--- src/rtl/mlr_pkg.sv ---
package mlr_pkg;

   // Header byte: field order is decoded by the assembler, so bit positions matter.
   typedef struct packed {
      logic [3:0] cmode;  // bits 7:4
      logic [1:0] dmode;  // bits 3:2
      logic       wr;     // bit 1
      logic       lng;    // bit 0, long form carries a return address
   } mlr_hdr_t;

   typedef enum logic {
      ST_IDLE = 1'b0,
      ST_BODY = 1'b1
   } mlr_state_e;

endpackage

--- src/rtl/mlr_edge.sv ---
module mlr_edge (
   input  logic clk,
   input  logic rst_n,
   input  logic frame,
   output logic start
);
   logic frame_q;

   // Previous sample resets high: a frame already high at reset is not a rise.
   always_ff @(posedge clk or negedge rst_n) begin
      if (!rst_n) frame_q <= 1'b1;
      else        frame_q <= frame;
   end

   assign start = frame & ~frame_q;
endmodule

--- src/rtl/mlr_assemble.sv ---
module mlr_assemble
   import mlr_pkg::*;
#(
   parameter int AW     = 32,
   parameter int DW     = 32,
   parameter int STRIDE = 8
) (
   input  logic          clk,
   input  logic          rst_n,
   input  logic          start,
   input  logic          frame,
   input  logic [7:0]    byte_in,
   output logic          done_o,
   output logic          wr_o,
   output logic [1:0]    dm_o,
   output logic [3:0]    cm_o,
   output logic [AW-1:0] dst_o,
   output logic [DW-1:0] dat_o,
   output logic [AW-1:0] src_o
);
   localparam int AB     = AW / 8;
   localparam int DB     = DW / 8;
   localparam int DAT_LO = AB + 1;
   localparam int DAT_HI = AB + DB;
   localparam int SRC_HI = 2 * AB + DB;
   localparam int IDXW   = $clog2(SRC_HI + 1);
   localparam logic [IDXW-1:0] I_DST_HI = IDXW'(AB);
   localparam logic [IDXW-1:0] I_DAT_LO = IDXW'(DAT_LO);
   localparam logic [IDXW-1:0] I_DAT_HI = IDXW'(DAT_HI);
   localparam logic [IDXW-1:0] I_SRC_HI = IDXW'(SRC_HI);

   mlr_state_e    st;
   logic [IDXW-1:0] idx;
   mlr_hdr_t      hdr_q;
   logic [AW-1:0] dst_q, src_q, dst_n, src_n;
   logic [DW-1:0] dat_q, dat_n;
   logic          in_dst, in_dat, in_src, is_last;

   always_comb begin
      in_dst  = (idx <= I_DST_HI);
      in_dat  = (idx >= I_DAT_LO) && (idx <= I_DAT_HI);
      in_src  = (idx > I_DAT_HI);
      dst_n   = in_dst ? {dst_q[AW-9:0], byte_in} : dst_q;
      dat_n   = in_dat ? {dat_q[DW-9:0], byte_in} : dat_q;
      src_n   = in_src ? {src_q[AW-9:0], byte_in} : src_q;
      is_last = (idx == (hdr_q.lng ? I_SRC_HI : I_DAT_HI));
   end

   always_ff @(posedge clk or negedge rst_n) begin
      if (!rst_n) begin
         st     <= ST_IDLE;
         idx    <= '0;
         hdr_q  <= '0;
         dst_q  <= '0;
         dat_q  <= '0;
         src_q  <= '0;
         done_o <= 1'b0;
         wr_o   <= 1'b0;
         dm_o   <= '0;
         cm_o   <= '0;
         dst_o  <= '0;
         dat_o  <= '0;
         src_o  <= '0;
      end else begin
         done_o <= 1'b0;
         unique case (st)
            ST_IDLE: begin
               if (start) begin
                  hdr_q <= mlr_hdr_t'(byte_in);
                  dst_q <= '0;
                  dat_q <= '0;
                  src_q <= '0;
                  idx   <= IDXW'(1);
                  st    <= ST_BODY;
               end
            end
            ST_BODY: begin
               if (!frame) begin
                  // Either a mid-packet drop (discard) or the end of a chain.
                  st <= ST_IDLE;
               end else if (is_last) begin
                  done_o <= 1'b1;
                  wr_o   <= hdr_q.wr;
                  dm_o   <= hdr_q.dmode;
                  cm_o   <= hdr_q.cmode;
                  dst_o  <= dst_n;
                  dat_o  <= dat_n;
                  src_o  <= src_n;
                  // Prepare a possible streamed follower starting at its data bytes.
                  dst_q  <= dst_n + AW'(STRIDE);
                  dat_q  <= dat_n;
                  src_q  <= '0;
                  idx    <= I_DAT_LO;
               end else begin
                  dst_q <= dst_n;
                  dat_q <= dat_n;
                  src_q <= src_n;
                  idx   <= idx + IDXW'(1);
               end
            end
         endcase
      end
   end
endmodule

--- src/rtl/mlr_wait.sv ---
module mlr_wait #(
   parameter int LAG = 2
) (
   input  logic clk,
   input  logic rst_n,
   input  logic evt_i,
   input  logic full_i,
   output logic wait_o
);
   logic [LAG-2:0] stg;

   generate
      if (LAG == 2) begin : g_single
         always_ff @(posedge clk or negedge rst_n) begin
            if (!rst_n) stg <= '0;
            else        stg[0] <= evt_i & full_i;
         end
      end else begin : g_chain
         always_ff @(posedge clk or negedge rst_n) begin
            if (!rst_n) stg <= '0;
            else        stg <= {stg[LAG-3:0], evt_i & full_i};
         end
      end
   endgenerate

   always_ff @(posedge clk or negedge rst_n) begin
      if (!rst_n) wait_o <= 1'b0;
      else        wait_o <= stg[LAG-2] | (wait_o & full_i);
   end
endmodule

--- src/rtl/mesh_link_rx.sv ---
module mesh_link_rx
   import mlr_pkg::*;
#(
   parameter int AW       = 32,
   parameter int DW       = 32,
   parameter int STRIDE   = 8,
   parameter int WAIT_LAG = 2
) (
   input  logic          clk,
   input  logic          rst_n,
   input  logic          rx_frame,
   input  logic [7:0]    rx_byte,
   input  logic          wr_full,
   input  logic          rd_full,
   output logic          out_access,
   output logic          out_write,
   output logic [1:0]    out_datamode,
   output logic [3:0]    out_ctrlmode,
   output logic [AW-1:0] out_dstaddr,
   output logic [DW-1:0] out_data,
   output logic [AW-1:0] out_srcaddr,
   output logic          wr_wait,
   output logic          rd_wait
);
   localparam int NCH = 2;  // channel 0 = write, channel 1 = read

   generate
      if (AW % 8 != 0 || AW < 16) begin : g_bad_aw
         $error("mesh_link_rx: AW must be a multiple of 8 and at least 16");
      end
      if (DW % 8 != 0 || DW < 16) begin : g_bad_dw
         $error("mesh_link_rx: DW must be a multiple of 8 and at least 16");
      end
      if (WAIT_LAG < 2) begin : g_bad_lag
         $error("mesh_link_rx: WAIT_LAG must be at least 2");
      end
   endgenerate

   logic sop;

   mlr_edge u_edge (
      .clk   (clk),
      .rst_n (rst_n),
      .frame (rx_frame),
      .start (sop)
   );

   mlr_assemble #(.AW(AW), .DW(DW), .STRIDE(STRIDE)) u_asm (
      .clk     (clk),
      .rst_n   (rst_n),
      .start   (sop),
      .frame   (rx_frame),
      .byte_in (rx_byte),
      .done_o  (out_access),
      .wr_o    (out_write),
      .dm_o    (out_datamode),
      .cm_o    (out_ctrlmode),
      .dst_o   (out_dstaddr),
      .dat_o   (out_data),
      .src_o   (out_srcaddr)
   );

   logic [NCH-1:0] ch_evt, ch_full, ch_wait;
   assign ch_evt  = {out_access & ~out_write, out_access & out_write};
   assign ch_full = {rd_full, wr_full};

   for (genvar c = 0; c < NCH; c++) begin : g_wait
      mlr_wait #(.LAG(WAIT_LAG)) u_wait (
         .clk    (clk),
         .rst_n  (rst_n),
         .evt_i  (ch_evt[c]),
         .full_i (ch_full[c]),
         .wait_o (ch_wait[c])
      );
   end

   assign wr_wait = ch_wait[0];
   assign rd_wait = ch_wait[1];
endmodule

--- config.mk ---
export PLATFORM = sky130hd
export DESIGN_NAME = mesh_link_rx
export DESIGN_NICKNAME = d
export VERILOG_FILES = /design/src/rtl/mlr_pkg.sv /design/src/rtl/mlr_edge.sv /design/src/rtl/mlr_assemble.sv /design/src/rtl/mlr_wait.sv /design/src/rtl/mesh_link_rx.sv
export SDC_FILE = /design/constraint.sdc
export NUM_CORES = 1
export LEC_CHECK = 0
export ABC_AREA = 0
export CAP_MARGIN = 10
export CORE_MARGIN = 2
export CORE_UTILIZATION = 54
export DETAILED_ROUTE_END_ITERATION = 10
export DONT_BUFFER_PORTS = 1
export PLACE_DENSITY = 0.8
export SETUP_SLACK_MARGIN = 0.05
export SLEW_MARGIN = 10
export SYNTH_ARGS = -nofsm -noshare
export SYNTH_HDL_FRONTEND = slang
export SYNTH_SLANG_ARGS = --single-unit
--- constraint.sdc ---
create_clock -name clk -period 5.62 [get_ports clk]
set_input_delay 0.843 -clock clk [delete_from_list [all_inputs] [get_ports clk]]
set_output_delay 0.843 -clock clk [all_outputs]
set_load 0.01 [all_outputs]
==> results.ini <==
[final_layout]
fill_cells = 1494
area_growth_pct = 8.83
nets = 934
drive_above_1_share_pct = 7.40
multi_input_area_mm2 = 0.00403
instances_no_fill = 1162
insertedDiodeCount = 0
seqCellArea_mm2 = 0.00546

[worst_setup_path]
worstPathArrival_ns = 4.72
end_kind = flop
slowest_stage = nand2_1
crit_path_frequent_cell = nand2_1
setup.worst_path.start = u_asm.idx[3]
critical_path.max_fanout = 28
path_cells = inv_1 > nand2_1 > nand2_1 > nand2_1 > ha_1 > nand4_1 > or3_4 > a211oi_4 > nand2_2 > or4_1 > a32o_1
r2r_start = u_asm.idx[3]
crit_path_end = u_asm.dst_q[27]
start_kind = flop
regToRegSetupSlack_ns = 1.29
crit_required_ns = 6.01
crit_cells = 11
path_buf_inv = 1
cp_top_family = simple AND/OR/NAND/NOR gates
rr_endpoint = u_asm.dst_q[27]
cpPeakStageDelay_ns = 0.81
crit_type = reg -> reg
reg2regPathDepth = 11

[clocking]
cts_setup_buffers = 0
path_clk_slew_ns = 0.06
clock_latency_ns = 0.51
cts_buffers = 23
cts-root-buf = clkbuf_16
hold_buffers = 0
cts_max_level = 1
clkSinkCount = 218
cts_buffer_depth = 3
post_cts_resize_count = 0
cts_tree = yes

[route]
wirelength_um = 24300
dr_total_vias = 7160
wl_per_cell_um = 20.9
vias_per_cell = 6.16
initialDrtViolationCount = 609
ant_nets = 0
drc_errors = 0
first_pass_iters = 5

[synthesis]
seq_area_frac_synth_pct = 55.7
synth_edf_count = 0
synthArstFlopShare_pct = 100
synth_flop_cell = dfrtp_1
synth-seq-cells = 218
syn-cell-area_mm2 = 0.00979
syn_area_per_cell_um2 = 10.3
syn_inst = 948
synthDistinctLibCells = 59
synth_fp_nets = 965
yosysWarningCount = 0

[global_route]
antenna_found_initial = 0
grt_pass1_vias = 7142
grt_pass1_wl_um = 39700
grt_overflow_total = 0
grt_max_degree = 219
grtUsageTotal_pct = 25.3

[pwr]
power.leakage_nw = 4.91
ir_drop_mv = 0.246
power.density_mw_per_mm2 = 327

[sta]
setup_tns_ns = 0
hold_viol_final = 0
period_share_pct = 77.1
worstMarginPinSlew_ns = 1.14
slew_headroom_pct = 23.7
clock_skew_ns = 0.0126
setup_viol_count_final = 0
fin_crit_ns = 4.33
slew_viol_final = 0
grt_setup_unrepaired = false
max_freq_mhz = 231

[hold_path]
hold_path.class = in -> async

[floorplan]
dieArea_mm2 = 0.0192
ios = 119
dieHeight_um = 139
rows = 49
start_util_pct = 54.7
core_area_mm2 = 0.0179
die_w_um = 139

[run_status]
status = finished, final reports clean

[place]
dp_hpwl_um = 15500
dp.cells = 1120
io_buffers = 0
gp_congestion = 0.916

[job]
drv_cap = 0

==> sequential cells by signal, summed over array words and instances (netlist names), 4 cells and up <==
name         flops
u_asm.dat_q     32
u_asm.hdr_q      8
u_asm.dst_q     32
u_asm.idx        4
u_asm.cm_o       4
u_asm.src_q     32
u_asm.dat_o     32
u_asm.src_o     32
u_asm.dst_o     32
==> layout make-up <==
| type | instances | share of cell area [%] |
|---|---|---|
| multi-input cells | 645 | 37.8 |
| flip-flops and latches | 218 | 51.2 |
| inverters | 18 | 0.634 |
| clock inverters | 6 | 0.317 |
| repair buffers | 11 | 0.963 |
| well taps | 229 | 2.69 |
| clock buffers | 35 | 6.39 |
==> Yosys cell counts, drive strengths merged, types with 2 or more instances <==
cell type | instances | share of area [%]
nand2b | 2 | 0.13
xnor2 | 6 | 0.54
clkbuf | 48 | 1.8
and2 | 5 | 0.32
nand2 | 179 | 6.9
nor2 | 32 | 1.3
and3 | 9 | 0.58
nand4 | 14 | 0.89
ha | 4 | 0.51
a22oi | 6 | 0.46
a211oi | 3 | 0.41
o22ai | 9 | 0.64
o21ai | 116 | 5.9
mux2 | 10 | 1.2
xor2 | 3 | 0.27
a32oi | 4 | 0.36
o31a | 3 | 0.27
nand3 | 18 | 0.92
a31oi | 19 | 1.2
a21o | 3 | 0.23
dfrtp | 217 | 55
a21oi | 20 | 1.0
or4 | 2 | 0.15
a22o | 69 | 6.2
mux2i | 73 | 7.5
or3 | 4 | 0.31
a32o | 3 | 0.31
o31ai | 4 | 0.36
buf | 19 | 0.95
nor3 | 3 | 0.15
inv | 17 | 0.65
o211ai | 8 | 0.61
==> cells by family (layout without fill, tap and decap cells) <==
family | after synthesis | in the layout | share of synthesized area, %
flip-flops | 218 | 218 | 55.7
buffers and inverters | 85 | 70 | 3.48
AO/OA/AOI/OAI | 276 | 276 | 18.8
multiplexers | 83 | 83 | 8.61
adder cells (fa/ha/maj) | 4 | 4 | 0.511
AND/OR/NAND/NOR | 273 | 273 | 12.0
XOR/XNOR | 9 | 9 | 0.805
==> cells in the final DEF (no fill, tap or decap), types with 5 or more instances in the layout <==
cell type    n
clkbuf_8     6
buf_4       10
inv_1       17
clkbuf_16   23
mux2_2      10
a31oi_1     19
o21ai_0    113
nand2_1    177
a22o_1      69
a21oi_1     20
nand4_1     14
a22oi_1      6
nor2_1      30
clkinv_2     5
dfrtp_1    217
clkbuf_1     6
xnor2_1      6
o211ai_1     8
o22ai_1      8
nand3_1     18
mux2i_1     73
and3_1       9
==> worst min-delay path by stage <==
stage	from	to	slack (ns)	depth (start not counted)
floorplan	g_wait[0].u_wait.stg	g_wait[0].u_wait.wait_o	0.40	1
finish	rst_n	u_asm.src_o[12]	0.03	0
CTS	rst_n	u_asm.src_o[12]	0.01	0
global route	rst_n	u_asm.src_o[12]	0.0008	0
global placement	g_wait[1].u_wait.stg	g_wait[1].u_wait.wait_o	0.40	1
detailed placement	g_wait[1].u_wait.stg	g_wait[1].u_wait.wait_o	0.41	1
==> power breakdown <==
group	switching (mW)	total, mW	internal (mW)	leakage (nW)
clock network	0.603	1.44	0.833	0.358
logic	0.211	0.335	0.124	1.54
registers	0.0895	1.72	1.63	3.01
total	0.904	3.49	2.58	4.91
==> per-layer routing <==
layer  up-vias  global-route usage [%]  share of wire (%)
met1      3534                    36.1                 43
met5         -                       0                  0
met3        49                    6.08                7.4
met2       252                    39.0                 47
met4         0                    7.28                2.6
li1       3325                       -                  -
==> stage by stage <==
stage | hold WS (ns) | total power, mW | cell area (µm²) | util [%] | worst slack [ns]
after floorplan | 0.404 | 1.98 | 9790 | - | 2.06
after global placement | 0.405 | 2.07 | 9910 | 55.4 | 1.50
after detailed placement | 0.415 | 2.08 | 9910 | 55.4 | 1.35
after CTS | 0.00958 | 3.52 | 10600 | 59.4 | 1.30
after global routing | 0.000761 | 3.63 | 10700 | 59.5 | 0.980
final | 0.0317 | 3.49 | 10700 | 59.5 | 1.29
No activity file was read; power rests on OpenSTA's default activity.
